$ cat src/rtl/lutram_pkg.sv
`timescale 1ns/1ps
package lutram_pkg;

  // Cell index width: 2**CELL_AW storage bits per element.
  localparam int CELL_AW  = 6;
  localparam int CELLS    = 1 << CELL_AW;
  localparam int HALF     = CELLS / 2;
  localparam int ENTRY_AW = CELL_AW - 1;
  // Write address is wider than the cell index so elements can be stacked.
  localparam int WADDR_W  = CELL_AW + 2;
  localparam int DATA_W   = 2;

  typedef enum logic {
    ORG_DEEP = 1'b0,   // 64 x 1
    ORG_WIDE = 1'b1    // 32 x 2
  } org_e;

  // Strobes from the control to the datapath.
  typedef struct packed {
    logic               wide;
    logic               wrLo;
    logic               wrHi;
    logic [CELL_AW-1:0] wrCellLo;
    logic [CELL_AW-1:0] wrCellHi;
    logic [CELL_AW-1:0] rdCellLo;
    logic [CELL_AW-1:0] rdCellHi;
  } strobes_t;

endpackage

$ cat src/rtl/lutram_ctrl.sv
`timescale 1ns/1ps
module lutram_ctrl
  import lutram_pkg::*;
(
  input  logic               clk,
  input  logic               rstN,
  input  logic               cfgWide,
  input  logic               cfgSinglePort,
  input  logic [CELL_AW-1:0] wrAddr,
  input  logic [CELL_AW-1:0] rdAddr,
  input  logic               wrEn,
  output strobes_t           strobes
);

  org_e               org;
  logic [CELL_AW-1:0] rdSrc;
  logic               wrGo;

  assign org   = org_e'(cfgWide);
  assign rdSrc = cfgSinglePort ? wrAddr : rdAddr;
  assign wrGo  = wrEn & rstN;

  always_comb begin
    strobes      = '0;
    strobes.wide = (org == ORG_WIDE);
    unique case (org)
      ORG_WIDE: begin
        // Entry k: lower bit in lower half, upper bit in upper half.
        strobes.wrLo     = wrGo;
        strobes.wrHi     = wrGo;
        strobes.wrCellLo = {1'b0, wrAddr[ENTRY_AW-1:0]};
        strobes.wrCellHi = {1'b1, wrAddr[ENTRY_AW-1:0]};
        strobes.rdCellLo = {1'b0, rdSrc[ENTRY_AW-1:0]};
        strobes.rdCellHi = {1'b1, rdSrc[ENTRY_AW-1:0]};
      end
      default: begin
        strobes.wrLo     = wrGo;
        strobes.wrHi     = 1'b0;
        strobes.wrCellLo = wrAddr;
        strobes.wrCellHi = wrAddr;
        strobes.rdCellLo = rdSrc;
        strobes.rdCellHi = rdSrc;
      end
    endcase
  end

  // no write strobe without the enable
  p_no_strobe_idle_r10: assert property (@(posedge clk) disable iff (!rstN)
    !wrEn |-> (!strobes.wrLo && !strobes.wrHi));

  // upper-half write only in the wide organisation, paired with the lower one
  p_hi_paired_r4: assert property (@(posedge clk) disable iff (!rstN)
    strobes.wrHi |-> (strobes.wrLo && cfgWide &&
                      strobes.wrCellHi[CELL_AW-1] && !strobes.wrCellLo[CELL_AW-1]));

  // single-port read path follows the write address
  p_single_port_follow_r6: assert property (@(posedge clk) disable iff (!rstN)
    (cfgSinglePort && !cfgWide) |-> (strobes.rdCellLo == wrAddr));

endmodule

$ cat src/rtl/lutram_datapath.sv
`timescale 1ns/1ps
module lutram_datapath
  import lutram_pkg::*;
#(
  parameter logic [CELLS-1:0] INIT_VALUE = '0
)(
  input  logic              clk,
  input  logic              rstN,
  input  strobes_t          strobes,
  input  logic [DATA_W-1:0] dataIn,
  output logic              outHi,
  output logic              outLo
);

  logic [CELLS-1:0] cells;
  logic             rdBitLo;
  logic             rdBitHi;

  // Synchronous write; start-up load while rstN is low.
  always_ff @(posedge clk) begin
    if (!rstN) begin
      cells <= INIT_VALUE;
    end else begin
      if (strobes.wrLo) cells[strobes.wrCellLo] <= dataIn[0];
      if (strobes.wrHi) cells[strobes.wrCellHi] <= dataIn[1];
    end
  end

  // Combinational read.
  assign rdBitLo = cells[strobes.rdCellLo];
  assign rdBitHi = cells[strobes.rdCellHi];

  generate
    if (CELLS > 1) begin : g_outMux
      always_comb begin
        if (strobes.wide) begin
          outHi = rdBitHi;
          outLo = rdBitLo;
        end else begin
          outHi = rdBitLo;
          outLo = 1'b0;
        end
      end
    end
  endgenerate

  // first cycle out of reset sees the start-up contents
  p_reset_load_r1: assert property (@(posedge clk) disable iff (!rstN)
    $rose(rstN) |-> (cells == INIT_VALUE));

  // the write lands at the strobed cell
  p_write_lands_r2: assert property (@(posedge clk) disable iff (!rstN)
    ($past(rstN) && $past(strobes.wrLo)) |-> (cells[$past(strobes.wrCellLo)] == $past(dataIn[0])));

  // no strobe, no change anywhere in the array
  p_hold_idle_r10: assert property (@(posedge clk) disable iff (!rstN)
    ($past(rstN) && !$past(strobes.wrLo || strobes.wrHi)) |-> $stable(cells));

  // narrow organisation keeps the second output low
  p_narrow_lo_zero_r3: assert property (@(posedge clk) disable iff (!rstN)
    !strobes.wide |-> (outLo == 1'b0));

endmodule

$ cat src/rtl/lutram_cell.sv
`timescale 1ns/1ps
module lutram_cell
  import lutram_pkg::*;
#(
  parameter logic [CELLS-1:0] INIT_VALUE = '0
)(
  input  logic               clk,
  input  logic               rstN,
  input  logic               cfgWide,
  input  logic               cfgSinglePort,
  input  logic [WADDR_W-1:0] wrAddr,
  input  logic [CELL_AW-1:0] rdAddr,
  input  logic [DATA_W-1:0]  dataIn,
  input  logic               wrEn,
  output logic               outHi,
  output logic               outLo
);

  strobes_t strobes;

  // Stacking bits are not decoded by a single element.
  logic unusedStackBits;
  assign unusedStackBits = ^wrAddr[WADDR_W-1:CELL_AW];

  lutram_ctrl u_ctrl (
    .clk          (clk),
    .rstN         (rstN),
    .cfgWide      (cfgWide),
    .cfgSinglePort(cfgSinglePort),
    .wrAddr       (wrAddr[CELL_AW-1:0]),
    .rdAddr       (rdAddr),
    .wrEn         (wrEn),
    .strobes      (strobes)
  );

  lutram_datapath #(
    .INIT_VALUE(INIT_VALUE)
  ) u_datapath (
    .clk    (clk),
    .rstN   (rstN),
    .strobes(strobes),
    .dataIn (dataIn),
    .outHi  (outHi),
    .outLo  (outLo)
  );

endmodule

$ cat config.mk
export PLATFORM = sky130hd
export DESIGN_NAME = lutram_cell
export DESIGN_NICKNAME = d
export VERILOG_FILES = /design/src/rtl/lutram_pkg.sv /design/src/rtl/lutram_ctrl.sv /design/src/rtl/lutram_datapath.sv /design/src/rtl/lutram_cell.sv
export SDC_FILE = /design/constraint.sdc
export NUM_CORES = 1
export LEC_CHECK = 0
export ABC_AREA = 0
export ABC_CLOCK_PERIOD_IN_PS = 2100
export BUFFER_PORTS_ARGS = -buffer_cell sky130_fd_sc_hd__buf_2
export CORE_UTILIZATION = 61
export DETAILED_ROUTE_END_ITERATION = 16
export GPL_ROUTABILITY_DRIVEN = 0
export PLACE_DENSITY = 0.9
export SLEW_MARGIN = 20
export SYNTH_ARGS = -nofsm -noshare
export SYNTH_HDL_FRONTEND = slang
export SYNTH_SLANG_ARGS = --single-unit
$ cat constraint.sdc
create_clock -name clk -period 2.1 [get_ports clk]
set_clock_uncertainty 0.1 [all_clocks]
set_input_delay 0.105 -clock clk [delete_from_list [all_inputs] [get_ports clk]]
set_output_delay 0.105 -clock clk [all_outputs]
set_load 0.03 [all_outputs]
==> results.md <==
Yosys:
- The synthesized design contains 64 register bits.
- The Yosys step of the flow raised 0 warnings.
- The number of nets in the synthesized netlist is between 400 and 500.
- The cell type contributing the most total cell area after synthesis is dfxtp_1.
- After synthesis the cells add up to ~0.0038 mm^2.
- The synthesized instance count is between 400 and 500.
- The number of different library cells in the post-synthesis netlist is 38.
- The average footprint of a synthesized cell is roughly 8.4 um^2.
- The sequential fraction of the synthesis area is 33.9%.
- The share of the synthesized area in the top cell type is between 30% and 40%.
- By area the synthesized netlist is led by dfxtp_1 34%, mux2i_1 15%, nand2_1 8.8%.

Global routing:
- Entering global routing, the biggest net connects slightly above 50 pins.
- The total routing resource utilization after global routing is a little under two fifths.
- The first global-routing pass estimated around 18 mm of wire.
- Global routing finished with a remaining overflow of 0.
- The initial antenna violation count is 0.
- The number of global-route vias before repair was roughly 3,600.

Cells and area:
- In the final layout, the registers with the most flip-flops are u_datapath.cells x64.
- The share of layout cells above drive strength 1 is around 20%.
- The synthesis-to-layout area growth is 16.8%.
- The number of diodes is 0.
- The number of flip-flops in the largest register is 64.
- For this run, the post-layout net count is slightly above 500.
- Summing all non-filler instances in the final layout gives an area of approximately 0.0044 mm^2.
- The largest register by flop count is u_datapath.cells.
- The number of standard cells in the final layout excluding fillers is 569.

Pwr:
- The worst ir drop on vdd is a little over 700 uV.
- The clock network burns a little over two fifths of the power.
- Dividing total power by cell area gives a power density of 613 mW/mm^2.
- Combinational cells account for a little over an eighth of the total power.
- The share of total power in sequential cells is about 45%.
- The cell internal power dissipation is 2000 uW.
- The leakage power total is roughly 0.0017 uW.
- The share of total power consumed by net switching is 26.1%.
- The switching power of the nets is around 700 uW.
- The completed layout was analyzed and its total power is ~2700 uW.

Die:
- The core region is 0.00596 mm^2.
- The initial utilization of the core area, before any placement, comes to a little under two thirds.
- The placement row count is 28.
- The y dimension of the die is 80.7 um.
- In this run the horizontal extent of the chip is just over 80 um.
- The floorplan step defined a die boundary enclosing around 0.0065 mm^2.
- For this design the top-level I/O count stands at 23.

Critical path:
- The critical path is of the input port to output pin type.
- Of all nets on the critical path, the largest fanout is 9.
- The arrival time at the worst endpoint is roughly 1900 ps.
- The cell that appears most often on the critical path is buf_4.
- The worst setup path is launched from an input port.
- The largest individual stage delay along the critical path comes from the cell a32oi_1.
- The critical path goes through buf_2 > inv_1 > a32oi_1 > buf_4 > nor3_1 > nor3b_1 > and3_1 > a211oi_2 > buf_4.
- The number of buffers and inverters on the critical path is 4.
- The critical path data required time is approximately 1900 ps.
- The longest individual stage delay on the worst path is around 540 ps.
- The cell type group with the largest total delay on the critical path is buffers and inverters.
- The kind of capture point of the worst setup path is an output pin.

Route:
- The via density per instance is ~6.6.
- The routed layout has ~3,800 vias.
- The remaining antenna violation count after routing is 0.
- Dividing the detail-routed wire length by the instance count gives approximately 20 um.
- The number of DRC violations after detailed-routing iteration 0 is 488.
- The sum of routed wire length over all layers is 11.3 mm.
- The first detailed-routing pass ran for 5 iterations.
- The count of unresolved DRC violations after routing is 0.

CTS:
- Buffers inserted during clock tree synthesis total 9.
- The clock tree from TritonCTS is done.
- After clock tree synthesis, the clock-pin slew on the worst setup and hold paths is 80 ps.
- The number of H-tree branching levels is 3.
- The number of buffers on the longest clock path is 2.
- The clock latency reported for the late side of the worst-skew pair is ~340 ps.
- Hold repair after CTS inserted 0 buffers.
- For this design, the sink count on the clock tree is 64.
- In this run the clock root is driven by a clkbuf_8.

Timing:
- The fmax is ~470 MHz.
- The worst-case headroom to the max-slew limit is 53.9%.
- The number of pins exceeding their max-slew limit in the final report is 0.
- The hold violation total from the final report is 0.
- The worst path uses 100% of the clock period.
- The smallest clock period supported by the final layout is computed as about 2100 ps.
- For the final routed database, the setup TNS stands at -8.96 ps.
- The actual transition at the worst max-transition pin is approximately 690 ps.
- Across all setup checks in the final design, the least slack found is -8.96 ps.
- Setup violations remaining at the end of the flow were counted as 1.
- Setup repair after global routing could not meet its margin everywhere.

Place:
- Once placement completed, the tool counted placed cells totaling roughly 550.
- The half-perimeter wire length after detailed placement is approximately 7.3 mm.
- The number of I/O port buffers is 20.
- Once placement finished, the instance area stood at 0.00413 mm^2.

Outcome:
- The run finished, with violations left.
- The checks that failed: setup timing.

Hold path:
- The min-delay analysis places its worst path in the category input port to flop.

Job:
- The tool flagged a number of max-cap violations equal to 0.
-- cell families after synthesis --
logic type | count (synthesis) | synth area share, %
AO/OA/AOI/OAI | 103 | 17.5
buffers and inverters | 35 | 4.37
flip-flops | 64 | 33.9
multiplexers | 70 | 22.5
AND/OR/NAND/NOR | 177 | 21.7
-- per-stage QoR --
stage | utilization (%) | setup WS [ps] | hold WS (ps)
after global routing | 74.1 | -86.7 | 157
after detailed placement | 69.4 | -61.0 | 368
after CTS | 74.5 | 1.92 | 140
after global placement | 69.4 | -11.6 | 353
after floorplan | - | 134 | 297
final | 74.1 | -8.96 | 157
-- cell usage after synthesis --
cell type and n:
o21ai_0 13, buf_6 3, a41oi_1 1, a21oi_2 1, and3_1 1, a211oi_1 1
mux4_2 8, nor2_1 20, nand2_1 88, mux4_1 1, o22a_1 1, clkbuf_1 28
nor4_1 1, mux2_2 1, nand3b_1 2, mux2i_1 57, nor3_1 9, a211o_1 1
a21boi_0 4, nand3_1 8, dfxtp_1 64, o22ai_1 4, o31ai_1 1, or3_1 3
nor3b_1 1, inv_1 3, a211oi_2 1, mux2_4 1, nand4_1 1, a32oi_1 3
nand2b_1 11, o211ai_1 33, buf_8 1, a311oi_1 1, mux2i_4 2, a21oi_1 37
nor2b_1 32, a32o_1 1
-- layout by cell type (no fill, tap or decap), types with 12 or more instances in the layout --
master	count
buf_2	17
nor2_1	19
a21oi_1	37
buf_4	38
clkbuf_8	12
o211ai_1	33
nand2_1	87
mux2i_1	57
o21ai_0	13
dfxtp_1	63
nor2b_1	32
-- power groups by stage --
stage / registers (uW) / logic (uW) / clock network, uW
final: 1220 / 361 / 1120
after CTS: 1220 / 361 / 1120
after global placement: 1250 / 311 / 0
after floorplan: 1250 / 207 / 0
after detailed placement: 1250 / 322 / 0
after global routing: 1220 / 379 / 1170
-- layer usage --
layer,up-vias,wire (um),GRT usage [%]
li1,1693,-,-
met1,1757,4450,45.0
met3,77,1100,9.20
met4,0,575,18.9
met2,250,5210,61.6
met5,-,0,0
-- worst min-delay path, cell delays in order --
cell and delay, ps:
buf_2 120, buf_4 190, o211ai_1 90, a21oi_1 40
-- path summary, 6_finish.rpt --
path	startpoint	end	slack, ps	cells past startpoint
hold / removal	rstN	u_datapath.cells[37]$_SDFF_PN0_	160	4
setup reg to reg	u_datapath.cells[45]$_SDFF_PN0_	u_datapath.cells[45]$_SDFF_PN0_	1240	2
hold reg to reg	u_datapath.cells[2]$_SDFF_PN0_	u_datapath.cells[2]$_SDFF_PN0_	380	2
setup / recovery	wrAddr[3]	outHi	-9	9
-- area by class of cell --
| cell class | instances | area (um^2) |
|---|---|---|
| multi-input combinational | 350 | 2350 |
| fill | 435 | 1550 |
| clock inverter | 3 | 40.0 |
| tap | 75 | 93.8 |
| clock buffer | 12 | 165 |
| sequential | 64 | 1280 |
| inverter | 3 | 11.3 |
| timing repair buffer | 62 | 467 |
-- repair_timing --
| action | 4_1_cts | 5_1_grt |
|---|---|---|
| pin swaps | 5 | 2 |
| setup endpoints to repair | 2 | 2 |
| hold endpoints to repair | 0 | 0 |
| cloned | 2 | 0 |
| buffers inserted | 2 | 1 |
| gates resized for setup | 11 | 7 |
Power figures use the tool's default switching activity.
